--- src/rtl/dma_term_pkg.sv ---
`timescale 1ns/1ps
package dma_term_pkg;
  typedef enum logic [1:0] {
    REQ_AUTO   = 2'b00,
    REQ_LEVEL  = 2'b01,
    REQ_EDGE_R = 2'b10,
    REQ_EDGE_F = 2'b11
  } req_mode_e;

  // control register bit positions (software-visible)
  localparam int B_EN   = 0;
  localparam int B_MASK = 1;
  localparam int B_RLS  = 2;
  localparam int B_RLD  = 3;
  localparam int B_MODE = 4;
  localparam int B_HALF = 6;
  localparam int B_END  = 7;
  localparam int CTRL_BITS = 8;

  localparam int NFLAG   = 2;
  localparam int FL_HALF = 0;
  localparam int FL_END  = 1;

  typedef struct packed {
    logic      en;
    logic      mask;
    logic      rls;
    logic      rld;
    req_mode_e mode;
  } chan_cfg_t;

  function automatic int flag_bit(input int idx);
    return (idx == FL_HALF) ? B_HALF : B_END;
  endfunction
endpackage

--- src/rtl/dtc_counter.sv ---
`timescale 1ns/1ps
module dtc_counter #(
  parameter int CNT_W = 16
) (
  input  logic             clk,
  input  logic             rst_n,
  input  logic             load,
  input  logic [CNT_W-1:0] load_val,
  input  logic             latch,
  input  logic             step,
  input  logic             wrap,
  output logic [CNT_W-1:0] cnt,
  output logic [CNT_W-1:0] start_cnt,
  output logic             half_hit,
  output logic             end_hit
);
  localparam logic [CNT_W-1:0] ONE = CNT_W'(1);

  logic [CNT_W-1:0] cnt_dec;
  logic [CNT_W-1:0] half_thr;

  assign cnt_dec  = cnt - ONE;
  assign half_thr = start_cnt >> 1;
  assign end_hit  = step && (cnt == ONE);
  assign half_hit = step && (cnt_dec <= half_thr);

  always_ff @(posedge clk) begin
    if (!rst_n) begin
      cnt       <= '0;
      start_cnt <= '0;
    end else begin
      if (latch) start_cnt <= cnt;
      if (load) begin
        cnt <= load_val;
      end else if (step) begin
        if (end_hit) cnt <= wrap ? start_cnt : '0;
        else         cnt <= cnt_dec;
      end
    end
  end
endmodule

--- src/rtl/dtc_flag.sv ---
`timescale 1ns/1ps
module dtc_flag (
  input  logic clk,
  input  logic rst_n,
  input  logic set,
  input  logic rd_hit,
  input  logic wr_zero,
  output logic flag
);
  logic armed;

  always_ff @(posedge clk) begin
    if (!rst_n) begin
      flag  <= 1'b0;
      armed <= 1'b0;
    end else begin
      if (set)                   flag <= 1'b1;
      else if (armed && wr_zero) flag <= 1'b0;

      if (armed && wr_zero)      armed <= 1'b0;
      else if (rd_hit && flag)   armed <= 1'b1;
    end
  end
endmodule

--- src/rtl/dtc_runctl.sv ---
`timescale 1ns/1ps
module dtc_runctl (
  input  logic clk,
  input  logic rst_n,
  input  logic abort,
  input  logic start_req,
  input  logic last_step,
  input  logic cont,
  output logic run
);
  always_ff @(posedge clk) begin
    if (!rst_n)                  run <= 1'b0;
    else if (abort)              run <= 1'b0;
    else if (run && last_step)   run <= cont;
    else if (!run && start_req)  run <= 1'b1;
  end
endmodule

--- src/rtl/dma_term_ctl.sv ---
`timescale 1ns/1ps
module dma_term_ctl
  import dma_term_pkg::*;
#(
  parameter int CNT_W = 16
) (
  input  logic             clk,
  input  logic             rst_n,
  input  logic             reg_wr,
  input  logic             reg_rd,
  input  logic             reg_sel,
  input  logic [CNT_W-1:0] reg_wdata,
  output logic [CNT_W-1:0] reg_rdata,
  input  logic             xfer_done,
  input  logic             glob_en,
  input  logic             nmi,
  input  logic             addr_err,
  output logic             run,
  output logic             half_flag,
  output logic             end_flag
);
  chan_cfg_t        cfg_q;
  logic [CNT_W-1:0] cnt_q;
  logic [CNT_W-1:0] start_q;
  logic [1:0]       mode_q;
  logic             ctrl_wr, cnt_wr, ctrl_rd;
  logic             abort, step, start_req, cont;
  logic             half_hit, end_hit;
  logic [NFLAG-1:0] flag_set, flag_q;
  logic [CTRL_BITS-1:0] ctrl_img;

  assign ctrl_wr = reg_wr && reg_sel;
  assign cnt_wr  = reg_wr && !reg_sel;
  assign ctrl_rd = reg_rd && reg_sel;

  assign abort = nmi || addr_err || !glob_en || (ctrl_wr && !reg_wdata[B_EN]);
  assign step  = run && xfer_done && !abort;
  assign start_req = ctrl_wr && reg_wdata[B_EN] && (cnt_q != '0) && !abort;
  assign cont  = cfg_q.mask && (cfg_q.rls || cfg_q.rld) && (cfg_q.mode == REQ_LEVEL);
  assign mode_q = cfg_q.mode;

  always_ff @(posedge clk) begin
    if (!rst_n) begin
      cfg_q <= '{en: 1'b0, mask: 1'b0, rls: 1'b0, rld: 1'b0, mode: REQ_AUTO};
    end else if (ctrl_wr) begin
      cfg_q.en   <= reg_wdata[B_EN];
      cfg_q.mask <= reg_wdata[B_MASK];
      cfg_q.rls  <= reg_wdata[B_RLS];
      cfg_q.rld  <= reg_wdata[B_RLD];
      cfg_q.mode <= req_mode_e'(reg_wdata[B_MODE +: 2]);
    end
  end

  dtc_counter #(.CNT_W(CNT_W)) u_cnt (
    .clk       (clk),
    .rst_n     (rst_n),
    .load      (cnt_wr && !run),
    .load_val  (reg_wdata),
    .latch     (start_req && !run),
    .step      (step),
    .wrap      (cont),
    .cnt       (cnt_q),
    .start_cnt (start_q),
    .half_hit  (half_hit),
    .end_hit   (end_hit)
  );

  dtc_runctl u_run (
    .clk       (clk),
    .rst_n     (rst_n),
    .abort     (abort),
    .start_req (start_req),
    .last_step (end_hit),
    .cont      (cont),
    .run       (run)
  );

  assign flag_set[FL_HALF] = half_hit;
  assign flag_set[FL_END]  = end_hit;

  for (genvar g = 0; g < NFLAG; g++) begin : g_flag
    dtc_flag u_flag (
      .clk     (clk),
      .rst_n   (rst_n),
      .set     (flag_set[g]),
      .rd_hit  (ctrl_rd),
      .wr_zero (ctrl_wr && !reg_wdata[flag_bit(g)]),
      .flag    (flag_q[g])
    );
  end

  assign half_flag = flag_q[FL_HALF];
  assign end_flag  = flag_q[FL_END];

  always_comb begin
    ctrl_img             = '0;
    ctrl_img[B_EN]       = cfg_q.en;
    ctrl_img[B_MASK]     = cfg_q.mask;
    ctrl_img[B_RLS]      = cfg_q.rls;
    ctrl_img[B_RLD]      = cfg_q.rld;
    ctrl_img[B_MODE +: 2] = cfg_q.mode;
    ctrl_img[B_HALF]     = flag_q[FL_HALF];
    ctrl_img[B_END]      = flag_q[FL_END];
  end

  assign reg_rdata = reg_sel ? CNT_W'(ctrl_img) : cnt_q;
endmodule

--- config.mk ---
export PLATFORM = sky130hd
export DESIGN_NAME = dma_term_ctl
export DESIGN_NICKNAME = d
export VERILOG_FILES = /design/src/rtl/dma_term_pkg.sv /design/src/rtl/dtc_counter.sv /design/src/rtl/dtc_flag.sv /design/src/rtl/dtc_runctl.sv /design/src/rtl/dma_term_ctl.sv
export SDC_FILE = /design/constraint.sdc
export NUM_CORES = 1
export LEC_CHECK = 0
export BUFFER_PORTS_ARGS = -buffer_cell sky130_fd_sc_hd__buf_2
export CORE_UTILIZATION = 61
export CTS_CLUSTER_DIAMETER = 40
export DETAILED_ROUTE_END_ITERATION = 8
export PLACE_DENSITY = 0.95
export SYNTH_ARGS = -nofsm -noshare
export SYNTH_HDL_FRONTEND = slang
export SYNTH_SLANG_ARGS = --single-unit
--- constraint.sdc ---
create_clock -name clk -period 6.65 [get_ports clk]
set_clock_uncertainty 0.15 [all_clocks]
set_input_delay 0.3325 -clock clk [delete_from_list [all_inputs] [get_ports clk]]
set_output_delay 0.3325 -clock clk [all_outputs]
set_load 0.02 [all_outputs]
* Word level (Yosys, flattened, before mapping)
Cells that the tools add are included.
** Storage, ports and cells
- Logic and storage cells :: 69
- Bits in registers :: 43
** Cells by class
- Mux-type cells :: 11
- Bitwise logic cells :: 1
- Add/subtract/negate cells :: 1
- Equal/unequal tests :: 2
- Reductions and logical operators :: 41
- Magnitude comparators :: 1
** Operator list (number)
- $mux 16 :: 5
- $logic_and 1x1->1 :: 22
- $eq 16x1->1 const B :: 1
- $le 16x15->1 :: 1
- $reduce_bool 16->1 :: 1
- $sub 16x1->16 const B :: 1
- $reduce_bool 2->1 :: 4
- $logic_not 1->1 :: 7
- $mux 1 :: 6
- $reduce_or 2->1 :: 3
- $logic_or 1x1->1 :: 4
- $eq 2x1->1 const B :: 1
- $not 1->1 :: 1

* Depth between registers and ports, before layout
Gate-level depths: netlist (run 1).
- Depth after elaboration :: 9
- Gate-level depth with buffers :: 11
- Depth with buffers taken out :: 11

* Modules after synthesis
Synthesis (run 1) repeated with hierarchy kept, for this count alone.
** Unflattened totals
- Cell total of the unflattened synthesis :: 366
- Area total of the unflattened synthesis :: 3103.0 um^2
** By module, submodules not included
- dtc_counter :: times used 1, area each 2361.0 um^2, sequential area each 640.6 um^2, cells an instance 283
- dma_term_ctl :: times used 1, area each 544.3 um^2, sequential area each 120.1 um^2, cells an instance 63
- dtc_flag :: times used 2, area each 75.1 um^2, sequential area each 40.0 um^2, cells an instance 8
- dtc_runctl :: times used 1, area each 47.5 um^2, sequential area each 20.0 um^2, cells an instance 4

* Worst setup path before layout (run 1)
OpenSTA, ideal clock, no wires.
- Kind :: register to register
- From :: reg u_cnt.cnt[2]
- To :: reg g_flag[0].u_flag.flag
- Setup slack :: 3.858 ns
- Clock period less this slack :: 2.792 ns
- Path buffers :: 1
- Arrival time :: 2.572 ns
- Stages on the path, launching flop included :: 11
- Library setup time :: 0.070 ns
- Cell sequence :: dfxtp_1 -> buf_2 -> or4_1 -> nor4_1 -> xor2_1 -> ha_1 -> a21oi_1 -> o21ai_0 -> a221o_1 -> or3_1 -> a21oi_1
** On the way
- Longest elaborated chain between the ends :: 4
- Elaborated cells between the ends (all ways) :: 5
** Ends and longest elaborated chain
- start: declaration :: line dtc_counter.sv:12 : output logic [CNT_W-1:0] cnt,
- start signal: assignment :: line dtc_counter.sv:34 : cnt <= load_val;
- start signal: assignment :: line dtc_counter.sv:36 : if (end_hit) cnt <= wrap ? start_cnt : '0;
- start signal: assignment :: line dtc_counter.sv:37 : else cnt <= cnt_dec;
- $sub 16x1->16 (*) :: line dtc_counter.sv:22 : assign cnt_dec = cnt - ONE;
- $le 16x15->1 (*) :: line dtc_counter.sv:25 : assign half_hit = step && (cnt_dec <= half_thr);
- $logic_and 1x1->1 (*) :: line dtc_counter.sv:25
- $mux 1 / $reduce_bool 2->1 (equally long branches)
- end signal: assignment :: line dtc_flag.sv:14 : flag <= 1'b0;
- end signal: assignment :: line dtc_flag.sv:17 : if (set) flag <= 1'b1;
- end signal: assignment :: line dtc_flag.sv:18 : else if (armed && wr_zero) flag <= 1'b0;
- end: declaration :: line dtc_flag.sv:8 : output logic flag
Mark *: on every way between the ends. The rest lies on a longest branch, timed or not.
A chain may end at the register's enable or synchronous reset.

* Worst setup path in the final report (run 1)
- From :: reg u_cnt.cnt[0]
- To :: reg g_flag[0].u_flag.flag
Same word-level chain as after synthesis.

==> results.md, run 1 <==
- Hold path depth: 3
- DRT iter0 DRCs: 411
- Post-DP Area: 2947 um2
- FF-to-FF path depth: 11
- RR Startpoint: u_cnt.cnt[0]
- Starting Density: 63.74%
- Worst VDD drop: 0.0001192 V
- Fin Setup TNS: 0 ns
- Max-cap violation count: 0
- Post-Synth XOR/XNOR Area: 4.103%
- Initial antenna violation count: 0
- Post-Synth Adder-Cell Area: 8.115%
- Largest family of logic cells by synthesized area: simple AND/OR/NAND/NOR gates
- Sequential power share: 43.2%
- CORE AREA: 4354 um2
- Syn Area/Cell: 7.817 um2
- Crit path cell chain: inv_1 -> ha_1 -> nor3b_1 -> nand2_1 -> xnor2_1 -> ha_1 -> nand2_1 -> o21ai_0 -> a221o_1 -> or3_1 -> a21oi_1
- Post-synthesis simple-gate area fraction: 26.51%
- Routability-driven placement congestion ratio: 0.9020
- Pins Over Slew Limit: 0
- Worst Hold Class: input pin to flop
- Synthesized Nets: 398
- Critical Path Sink Type: flop
- Hold-fix buffers at CTS: 0
- Die W: 69.45 um
- Ys async rst share: 0%
- Power density cells: 212.1 nW/um2
- CP startpoint kind: flop
- Worst hold path startpoint: reg_wdata[2]
- Post-CTS setup buffers: 0
- Total gr overflow: 0
- Share of layout cells above drive strength 1: 17.54%
- Critical path's slowest cell: nor3b_1
- Crit path max fanout: 9
- Run status: complete, no violations
- RSZ-0062 raised after global routing: false
- Compound-Gate Fraction of Synth Area: 20.51%
- Yosys cell types: 47
- Number of flops mapped to enable cells by yosys: 0
- Via count: 2790
- F_max: 308.5 MHz
- Vias per std cell: 6.429
- Final count of hold timing violations: 0
- CP Class: flop to flop
- Combinational share of power: 23.6%
- IO Count: 44
- Mux contribution to synthesized area: 2.795%
- Largest stage delay on the critical path: 0.56 ns
- Synth Register Bits: 43
- Resized cells post-CTS: 0
- ANT cells: 0
- FP Rows: 24
- Clk slew on worst S/H paths: 0.09 ns
- CP Data Required Time: 6.73 ns
- Net switching power: 198.1 uW
- GRT Util Overall: 32.39%
- Worst-skew pair later-pin latency: 0.30 ns
- H-tree levels: 2
- Critical path's top delay family: simple AND/OR/NAND/NOR gates
- Critical path startpoint: u_cnt.cnt[0]
- CTS tree: built
- P&R area growth vs syn: 10.41%
- Pin count of the biggest net entering global routing: 63
- Number of CTS-inserted buffers: 5
- Port bufs: 43
- First-pass GRT wire length: 12.61 mm
- Sw Ratio: 30.48%
- Reg2reg end: g_flag[0].u_flag.flag
- Die height: 69.45 um
- Minimum clock period: 3.242 ns
- Die area: 4823 um2
- Synthesized area: 2775 um2
- CP Data Arrival Time: 3.32 ns
- Fin area: 3064 um2
- Top_reg_cell synth: dfxtp_1
- Root buffer cell: clkbuf_8
- First-pass detailed-route iteration total: 5
- Synth Warn #: 0
- Final setup viols: 0
- Slew HR: 32.40%
- Fin crit share: 48.75%
- Vias in the first global route: 2702
- Clock sink total: 43
- DP HPWL: 5.156 mm
- Worst Hold Path EP: cfg_q[3]
- CP Buf/Inv Count: 1
- Slew @ Worst Pin: 1.014 ns
- Final WL: 7.462 mm
- Clock share of power: 33.2%
- DR WL/cell: 17.19 um
- Standby leakage power: 1.224 nW
- Final nets: 424
- Post-route DRC: 0
- FF-to-FF setup slack: 3.41 ns
- Seq/Total Area, Yosys: 31.02%
- DRT antenna net count: 0
- Syn Inst Count: 355
- Internal: 451.8 uW
- Clk buf depth: 2
## per-layer routing
layer,global-route usage (%),share of wire [%],routed length (um),up-vias
li1,-,-,-,1335
met1,41.74,42,3117,1266
met2,52.10,46,3428,159
met3,7.558,9.3,697,30
met4,13.15,2.9,219,0
met5,0,0,0,-
## cell type report
class | count | area [um2]
Multi-Input combinational cell | 269 | 1727
Fill cell | 359 | 1290
Sequential cell | 43 | 860.8
Timing Repair Buffer | 45 | 230.2
Clock buffer | 6 | 82.58
Tap cell | 52 | 65.06
Inverter | 17 | 63.81
Clock inverter | 2 | 35.03
## synthesized netlist by cell type (4+ instances only)
master	count	area (um2)
dfxtp_1	43	860.8
ha_1	18	225.2
a21boi_0	7	52.55
xor2_1	5	43.79
nor3b_1	5	37.54
or3_1	8	50.05
buf_2	4	20.02
nand2_1	54	202.7
o21ai_0	20	100.1
nand4_1	5	31.28
mux2_2	6	67.56
nand3_1	31	155.2
nor4_1	5	31.28
nor3_1	4	20.02
a21oi_1	16	80.08
clkbuf_1	18	67.56
o221ai_1	7	61.31
a31oi_1	16	100.1
nor2_1	10	37.54
xnor2_1	8	70.07
o211ai_1	10	75.07
nor2b_1	10	62.56
inv_1	17	63.81
## worst max-delay path by stage
stage                                 end  slack (ns)  cells after the start
floorplan           g_flag[0].u_flag.flag        3.86                     10
global placement    g_flag[0].u_flag.flag        3.62                     11
detailed placement  g_flag[0].u_flag.flag        3.44                     11
CTS                 g_flag[0].u_flag.flag        3.41                     11
global route        g_flag[0].u_flag.flag        3.04                     11
finish              g_flag[0].u_flag.flag        3.41                     11
## worst min-delay path, stage by stage
cell,delay [ns]
buf_2,0.10
nand2_1,0.05
a21boi_0,0.06
## sequential cells by signal, summed over array words and instances (netlist names)
signal / count
u_cnt.cnt: 16
u_cnt.start_cnt: 16
cfg_q: 4
g_flag.u_flag.armed: 2
g_flag.u_flag.flag: 2
mode_q: 2
u_run.run: 1
## per-stage QoR
stage / total power, mW / util [%] / hold WS, ns / worst slack (ns) / std cells
finish: 0.6499 / 70.37 / 0.1399 / 3.408 / 434
global route: 0.6798 / 70.37 / 0.1441 / 3.036 / 434
CTS: 0.6467 / 70.37 / 0.1433 / 3.406 / 434
detailed placement: 0.4335 / 67.67 / 0.3035 / 3.443 / 426
global placement: 0.4291 / 67.67 / 0.2993 / 3.617 / 426
floorplan: 0.3937 / - / 0.2858 / 3.858 / 355
## power by group through the flow
stage / logic (mW) / registers, mW / clock network [mW]
after floorplan: 0.115 / 0.279 / 0
after global placement: 0.143 / 0.286 / 0
after detailed placement: 0.147 / 0.286 / 0
after CTS: 0.151 / 0.280 / 0.216
after global routing: 0.169 / 0.282 / 0.228
final: 0.153 / 0.281 / 0.216
## cells in the final DEF, fill, tap and decap left out, types with 2 or more instances in the layout
master / instances
nand2_1: 54
dfxtp_1: 43
buf_2: 43
nand3_1: 31
o21ai_0: 20
ha_1: 18
inv_1: 17
a21oi_1: 16
a31oi_1: 16
nor2_1: 10
nor2b_1: 10
o211ai_1: 10
xnor2_1: 8
or3_1: 8
a21boi_0: 7
o221ai_1: 7
mux2_2: 6
clkbuf_8: 6
nor3b_1: 5
nand4_1: 5
nor4_1: 5
xor2_1: 5
nor3_1: 4
and3_1: 2
a21o_1: 2
buf_4: 2
## cells by family (layout without fill, tap and decap cells)
logic type / after synthesis / in the layout
flops: 43 / 43
simple gates: 144 / 144
fa+ha+maj: 18 / 18
buf+inv: 43 / 70
xor+xnor: 13 / 13
compound gates: 87 / 87
mux: 7 / 7
Note: power is estimated with default switching activity, not from simulation.
==> run 2: changes to the inputs <==
--- a/config.mk
+++ b/config.mk
@@ -5,11 +5,12 @@
 export SDC_FILE = /design/constraint.sdc
 export NUM_CORES = 1
 export LEC_CHECK = 0
+export ABC_AREA = 1
 export BUFFER_PORTS_ARGS = -buffer_cell sky130_fd_sc_hd__buf_2
-export CORE_UTILIZATION = 61
+export CORE_UTILIZATION = 58
 export CTS_CLUSTER_DIAMETER = 40
 export DETAILED_ROUTE_END_ITERATION = 8
-export PLACE_DENSITY = 0.95
+export PLACE_DENSITY = 0.93
 export SYNTH_ARGS = -nofsm -noshare
 export SYNTH_HDL_FRONTEND = slang
 export SYNTH_SLANG_ARGS = --single-unit
==> constraint.sdc (replaced) <==
create_clock -name clk -period 3.3 [get_ports clk]
set_clock_uncertainty 0.15 [all_clocks]
set_input_delay 0.165 -clock clk [delete_from_list [all_inputs] [get_ports clk]]
set_output_delay 0.165 -clock clk [all_outputs]
set_load 0.02 [all_outputs]
==> run 2 against run 1 <==
  * Sequential share of layout area is 2.2 points lower
  * Cell count is 25% higher
  * Count of clock-buffer cells in the layout is the same
  * Combinational power grew to 2.6 times the previous value
  * Critical path type unchanged
  * Total power up 110%
  * Routed wire length increased by 11%
  * Flip-flop and latch count did not move
  * Core utilization decreased by 1.3 points
  * Setup slack lost 2.7 ns
==> results.md, run 2 <==
- Critical Path Sink Type: flop
- Port bufs: 43 (unchanged)
- Power density cells: 418.9 nW/um2 (+98%)
- Slew HR: 46.92% (+15 points)
- Synthesized Nets: 479 (+20%)
- IO Count: 44 (unchanged)
- Clk slew on worst S/H paths: 0.09 ns (about the same)
- Number of CTS-inserted buffers: 5 (unchanged)
- Most frequent cells in the layout: nand2_1 (89), inv_1 (58), a21oi_1 (55)
- Top_reg_cell synth: dfxtp_1
- Root buffer cell: clkbuf_8
- Inst Count DP: 532 (+25%)
- Synth area leaders: dfxtp_1 (29%), nand2_1 (11%), a21oi_1 (9.3%)
- Final WS setup: 0.7520 ns (-2.656 ns)
- Worst Hold Class: input pin to flop
- CP Data Required Time: 3.33 ns (-3.40 ns)
- Ys async rst share: 0% (unchanged)
- Starting Density: 61.69% (-2.0 points)
- CP startpoint kind: flop
- Synth Warn #: 0 (unchanged)
- DR WL/cell: 15.22 um (-12%)
- Placement Setup Slack: 0.7729 ns (-2.670 ns)
- Yosys cell types: 37 (-21%)
- Resized cells post-CTS: 0 (unchanged)
- Synth Register Bits: 43 (unchanged)
- CTS tree: built
- Synthesized area: 2972 um2 (+7.1%)
- Final WL: 8.262 mm (+11%)
- Seq/Total Area, Yosys: 28.97% (-2.1 points)
- Top-count cell post-synth: nand2_1
- CP Data Arrival Time: 2.58 ns (-0.74 ns)
- Fin cells: 543 (+25%)
- Standby leakage power: 1.597 nW (+30%)
- Die W: 73.58 um (+5.9%)
- Pin count of the biggest net entering global routing: 37 (-41%)
- First-pass detailed-route iteration total: 5 (unchanged)
- DRT iter0 DRCs: 227 (-45%)
- Fin crit share: 77.21% (+28 points)
- H-tree levels: 2 (unchanged)
- Most common cell after layout, fill and taps aside: nand2_1
- Die area: 5414 um2 (+12%)
- Vias in the first global route: 2935 (+8.6%)
- Crit path max fanout: 6 (-3)
- Number of flops mapped to enable cells by yosys: 0 (unchanged)
- Registers with the most flip-flops: u_cnt.cnt x16, u_cnt.start_cnt x16, cfg_q x4
- Minimum clock period: 2.548 ns (-0.6938 ns)
- DRT antenna net count: 0 (unchanged)
- CP Class: flop to flop
- Final setup viols: 0 (unchanged)
- ANT cells: 0 (unchanged)
- Final core occ: 69.06% (-1.3 points)
- Post-route DRC: 0 (unchanged)
- Via count: 3120 (+12%)
- FP Rows: 25 (+4.2%)
- P&R area growth vs syn: 11.96%
- Share of layout cells above drive strength 1: 17.23% (-0.31 points)
- Clock sink total: 43 (unchanged)
- Top cells by count, synth: nand2_1 (89), inv_1 (58), a21oi_1 (55), dfxtp_1 (43), nor2_1 (42)
- Syn Inst Count: 436 (+23%)
- Final nets: 518 (+22%)
- Fin Setup TNS: 0 ns (unchanged)
- Yosys top cell area share: 28.97% (-2.1 points)
- Routability-driven placement congestion ratio: 0.9632 (+6.8%)
- Final count of hold timing violations: 0 (unchanged)
- Slew @ Worst Pin: 0.7953 ns (-0.2187 ns)
- Die height: 73.58 um (+5.9%)
- GRT Util Overall: 32.66% (+0.27 points)
- Max-cap violation count: 0 (unchanged)
- DP HPWL: 6.068 mm (+18%)
- Total gr overflow: 0 (unchanged)
- Worst-skew pair later-pin latency: 0.30 ns (about the same)
- FILL cells: 444 (+24%)
- Synth area leader: dfxtp_1
- First-pass GRT wire length: 13.42 mm (+6.5%)
- F_max: 392.5 MHz (+27%)
- RSZ-0062 raised after global routing: false
- Vias per std cell: 5.746 (-11%)
- Clk buf depth: 2 (unchanged)
- Initial antenna violation count: 0 (unchanged)
- Worst VDD drop: 0.0003193 V (+170%)
- Syn Area/Cell: 6.816 um2 (-13%)
- CORE AREA: 4817 um2 (+11%)
- Run status: complete, no violations
- Pins Over Slew Limit: 0 (unchanged)
## run 2: cell types whose count changed after synthesis, sizes merged, moves of 8 or more
cell,delta
nand3,-14
nor2,+42
inv,+49
clkbuf,-10
o211ai,-10
or3,-8
a31oi,-16
o21ai,+14
nand2,+44
a21oi,+38
nor2b,-10
## run 2: power breakdown
group          total, mW  internal, mW  switching [mW]
Sequential         0.566         0.539          0.0271
Clock              0.437         0.245           0.192
Combinational      0.391         0.143           0.248
## run 2: cell families after synthesis
group / count (synthesis) / share of synthesized area [%]
simple gates: 178 / 29.05
compound gates: 106 / 19.66
buf+inv: 80 / 11.49
flops: 43 / 28.97
fa+ha+maj: 18 / 7.579
xor+xnor: 11 / 3.242
## run 2: final timing paths
check | start | to | slack [ns] | cells after the start
worst max-delay path | u_cnt.cnt[0] | g_flag[0].u_flag.flag | 0.75 | 14
worst min-delay path | reg_wdata[1] | cfg_q[4] | 0.002 | 3
worst max register to register | u_cnt.cnt[0] | g_flag[0].u_flag.flag | 0.75 | 14
worst min register to register | g_flag[1].u_flag.armed | g_flag[1].u_flag.armed | 0.31 | 2
## run 2: repair_timing
item / in CTS / in global routing
endpoints found under the hold margin: 3 / 0
setup buffers: 0 / 0
hold buffers: 3 / 0
## run 2: worst max-delay path, cell delays in order (launching register included)
cell and delay (ns):
dfxtp_1 0.35, inv_1 0.18, ha_1 0.23, nand2_1 0.12
nor3_2 0.20, nand2_1 0.10, xor2_1 0.16, ha_1 0.28
nand3_1 0.09, nor3_1 0.25, nand3_1 0.11, nand2_1 0.07
nand2_1 0.04, nand2_1 0.05, a21oi_1 0.05
## run 2: metrics by stage
step           cell area, um2  hold WS [ns]  total power, mW
2_1_floorplan            2972        0.1528           0.8608
3_3_place_gp             3179        0.2924           0.9468
3_5_place_dp             3179        0.3038           0.9568
4_1_cts                  3327      0.002997            1.386
5_1_grt                  3327      0.006152            1.465
6_report                 3327      0.002224            1.394
## run 2: cell type report
cell class | count | area, um2 | area share, %
Multi-Input combinational cell | 313 | 1769 | 53.18
Sequential cell | 43 | 860.8 | 25.87
Timing Repair Buffer | 46 | 245.2 | 7.371
Clock inverter | 2 | 35.03 | 1.053
Clock buffer | 6 | 82.58 | 2.482
Inverter | 66 | 250.2 | 7.522
Tap cell | 67 | 83.83 | 2.520
## run 2: per-layer routing
metal	vias up	wire [um]	GRT usage (%)
li1	1498	-	-
met4	0	301	15.81
met1	1462	3409	40.49
met5	-	0	0
met2	123	4026	55.05
met3	37	524	5.075
==> run 3: changes to the inputs <==
==> constraint.sdc (replaced) <==
create_clock -name clk -period 2.6 [get_ports clk]
set_clock_uncertainty 0.15 [all_clocks]
set_input_delay 0.13 -clock clk [delete_from_list [all_inputs] [get_ports clk]]
set_output_delay 0.13 -clock clk [all_outputs]
set_load 0.02 [all_outputs]
==> run 3 against run 2 <==
  * Register-to-register slack worse by 0.58 ns
  * Critical path depth did not move
  * Routed wire length rose by 1.7%
  * Cell count up 2.2%
  * Combinational power grew 40%
  * Total power increased by 28%
  * Largest cell class unchanged
==> results.md, run 3 (synthesis gave the netlist of run 2 again) <==
- Power density cells: 508.2 nW/um2 (+21%)
- Critical Path Sink Type: flop
- CP Data Required Time: 2.63 ns (-0.70 ns)
- CORE AREA: 4817 um2 (unchanged)
- Combinational share of power: 30.6% (+2.6 points)
- Final WS setup: 0.1737 ns (-0.5783 ns)
- Standby leakage power: 1.659 nW (+3.9%)
- Worst-skew pair later-pin latency: 0.30 ns (about the same)
- Registers with the most flip-flops: u_cnt.cnt x16, u_cnt.start_cnt x16, cfg_q x4
- Die W: 73.58 um (unchanged)
- First-pass GRT wire length: 13.28 mm (-1.0%)
- Final count of hold timing violations: 0 (unchanged)
- Post-route DRC: 0 (unchanged)
- Most common cell after layout, fill and taps aside: nand2_1
- H-tree levels: 2 (unchanged)
- Number of CTS-inserted buffers: 5 (unchanged)
- Slew @ Worst Pin: 0.8201 ns (+0.02479 ns)
- Fin crit share: 93.32% (+16 points)
- Worst Hold Class: input pin to flop
- Vias per std cell: 5.688 (-1.0%)
- Final WL: 8.406 mm (+1.7%)
- Multi-input gate area: 1851 um2 (+4.6%)
- Critical path's slowest cell: dfxtp_2
- Port bufs: 43 (unchanged)
- IO Count: 44 (unchanged)
- Initial antenna violation count: 0 (unchanged)
- Run status: complete, no violations
- Final setup viols: 0 (unchanged)
- Sw Ratio: 34.20% (+0.69 points)
- DP HPWL: 6.172 mm (+1.7%)
- Net switching power: 610.6 uW (+31%)
- Clock sink total: 43 (unchanged)
- CP startpoint kind: flop
- First-pass detailed-route iteration total: 5 (unchanged)
- F_max: 412.2 MHz (+5.0%)
- Placement Setup Slack: 0.03432 ns (-0.7386 ns)
- Most Used Layer, Global Route: met2
- Clock share of power: 29.1% (-2.2 points)
- Die height: 73.58 um (unchanged)
- Critical path's top delay family: simple AND/OR/NAND/NOR gates
- Critical Path Stages: 14 (unchanged)
- Clk buf depth: 2 (unchanged)
- Die area: 5414 um2 (unchanged)
- Met1 usage: 39.60% (-0.89 points)
- Hold path depth: 3 (unchanged)
- Vias in the first global route: 2921 (-0.48%)
- Total gr overflow: 0 (unchanged)
- Critical path startpoint: u_cnt.cnt[0]
- Starting Density: 61.69% (unchanged)
- Most frequent cells in the layout: nand2_1 (86), inv_1 (55), a21oi_1 (55)
- Met2 Use GR: 54.43% (-0.61 points)
- Met3 Use GR: 6.036% (+0.96 points)
- Sequential power share: 40.3% (-0.3 points)
- Final nets: 531 (+2.5%)
- Pin count of the biggest net entering global routing: 29 (-22%)
- Worst VDD drop: 0.0003325 V (+4.1%)
- Root buffer cell: clkbuf_8
- Register area: 867.1 um2 (+0.73%)
- Clk slew on worst S/H paths: 0.08 ns (about the same)
- Crit path cell chain: inv_2 -> ha_4 -> nand2_2 -> nor3_4 -> nand2_1 -> xor2_2 -> ha_1 -> nand3_1 -> nor3_2 -> nand3_1 -> nand2_1 -> nand2_1 -> nand2_1 -> a21oi_1
- Crit path max fanout: 5 (-1)
- GRT Util Overall: 32.56% (-0.095 points)
- CP Data Arrival Time: 2.45 ns (-0.13 ns)
- P&R area growth vs syn: 18.23%
- Via count: 3157 (+1.2%)
- FILL cells: 413 (-7.0%)
- Minimum clock period: 2.426 ns (-0.1217 ns)
- Routability-driven placement congestion ratio: 1.006 (+4.5%)
- Internal: 1.175 mW (+27%)
- CP Class: flop to flop
- Most used cell, CP: nand2_1
- DRT iter0 DRCs: 263 (+16%)
- DRT antenna net count: 0 (unchanged)
- FF-to-FF path depth: 14 (unchanged)
- Fin Setup TNS: 0 ns (unchanged)
- Final hold slack: 0.003886 ns (+0.001662 ns)
- Share of layout cells above drive strength 1: 22.34% (+5.1 points)
- DR WL/cell: 15.15 um (-0.46%)
- Pins Over Slew Limit: 0 (unchanged)
- CTS tree: built
- Largest stage delay on the critical path: 0.35 ns (about the same)
- Max-cap violation count: 0 (unchanged)
- RR Startpoint: u_cnt.cnt[0]
- Slew HR: 45.27% (-1.7 points)
- ANT cells: 0 (unchanged)
- CP Buf/Inv Count: 1 (unchanged)
- Worst hold path startpoint: reg_wdata[3]
- FP Rows: 25 (unchanged)
[run 3: power groups by stage]
stage	logic, mW	clock network, mW	registers (mW)
floorplan	0.371	0	0.722
global placement	0.483	0	0.728
finish	0.546	0.520	0.719
detailed placement	0.496	0	0.729
CTS	0.507	0.524	0.714
global route	0.612	0.554	0.722
[run 3: area by class of cell]
cell class / count / share of cell area [%]
flip-flops and latches: 43 / 24.68
multi-input cells: 313 / 52.67
well taps: 67 / 2.386
clock inverters: 2 / 1.068
repair buffers: 59 / 10.11
clock buffers: 5 / 1.959
inverters: 66 / 7.123
[run 3: stage by stage]
| step | instances | cell area (um2) | power [mW] | util, % |
|---|---|---|---|---|
| 2_1_floorplan | 436 | 2972 | 1.093 | - |
| 3_3_place_gp | 538 | 3224 | 1.212 | 66.94 |
| 3_5_place_dp | 538 | 3224 | 1.225 | 66.94 |
| 4_1_cts | 553 | 3411 | 1.745 | 70.81 |
| 5_1_grt | 555 | 3513 | 1.888 | 72.94 |
| 6_report | 555 | 3513 | 1.786 | 72.94 |
[run 3: worst paths after layout]
kind | to | slack (ns)
setup / recovery | g_flag[0].u_flag.flag | 0.17
hold reg to reg | u_cnt.cnt[3] | 0.31
setup reg to reg | g_flag[0].u_flag.flag | 0.17
hold / removal | cfg_q[2] | 0.004
[run 3: routing by layer]
layer,up-vias,share of wire (%)
met1,1450,41
met3,30,7.2
met2,155,48
met4,0,3.4
met5,-,0
li1,1522,-
[run 3: worst min-delay path: cells and delay by family]
family | cells | cell delay (ns)
AO/OA/AOI/OAI | 2 | 0.19
buffers and inverters | 1 | 0.10
[run 3: timing repair]
action | CTS | global route
resized for setup | 0 | 25
hold buffers | 8 | 0
endpoints found under the setup margin | 0 | 1
buffers inserted | 0 | 2
endpoints found under the hold margin | 9 | 0
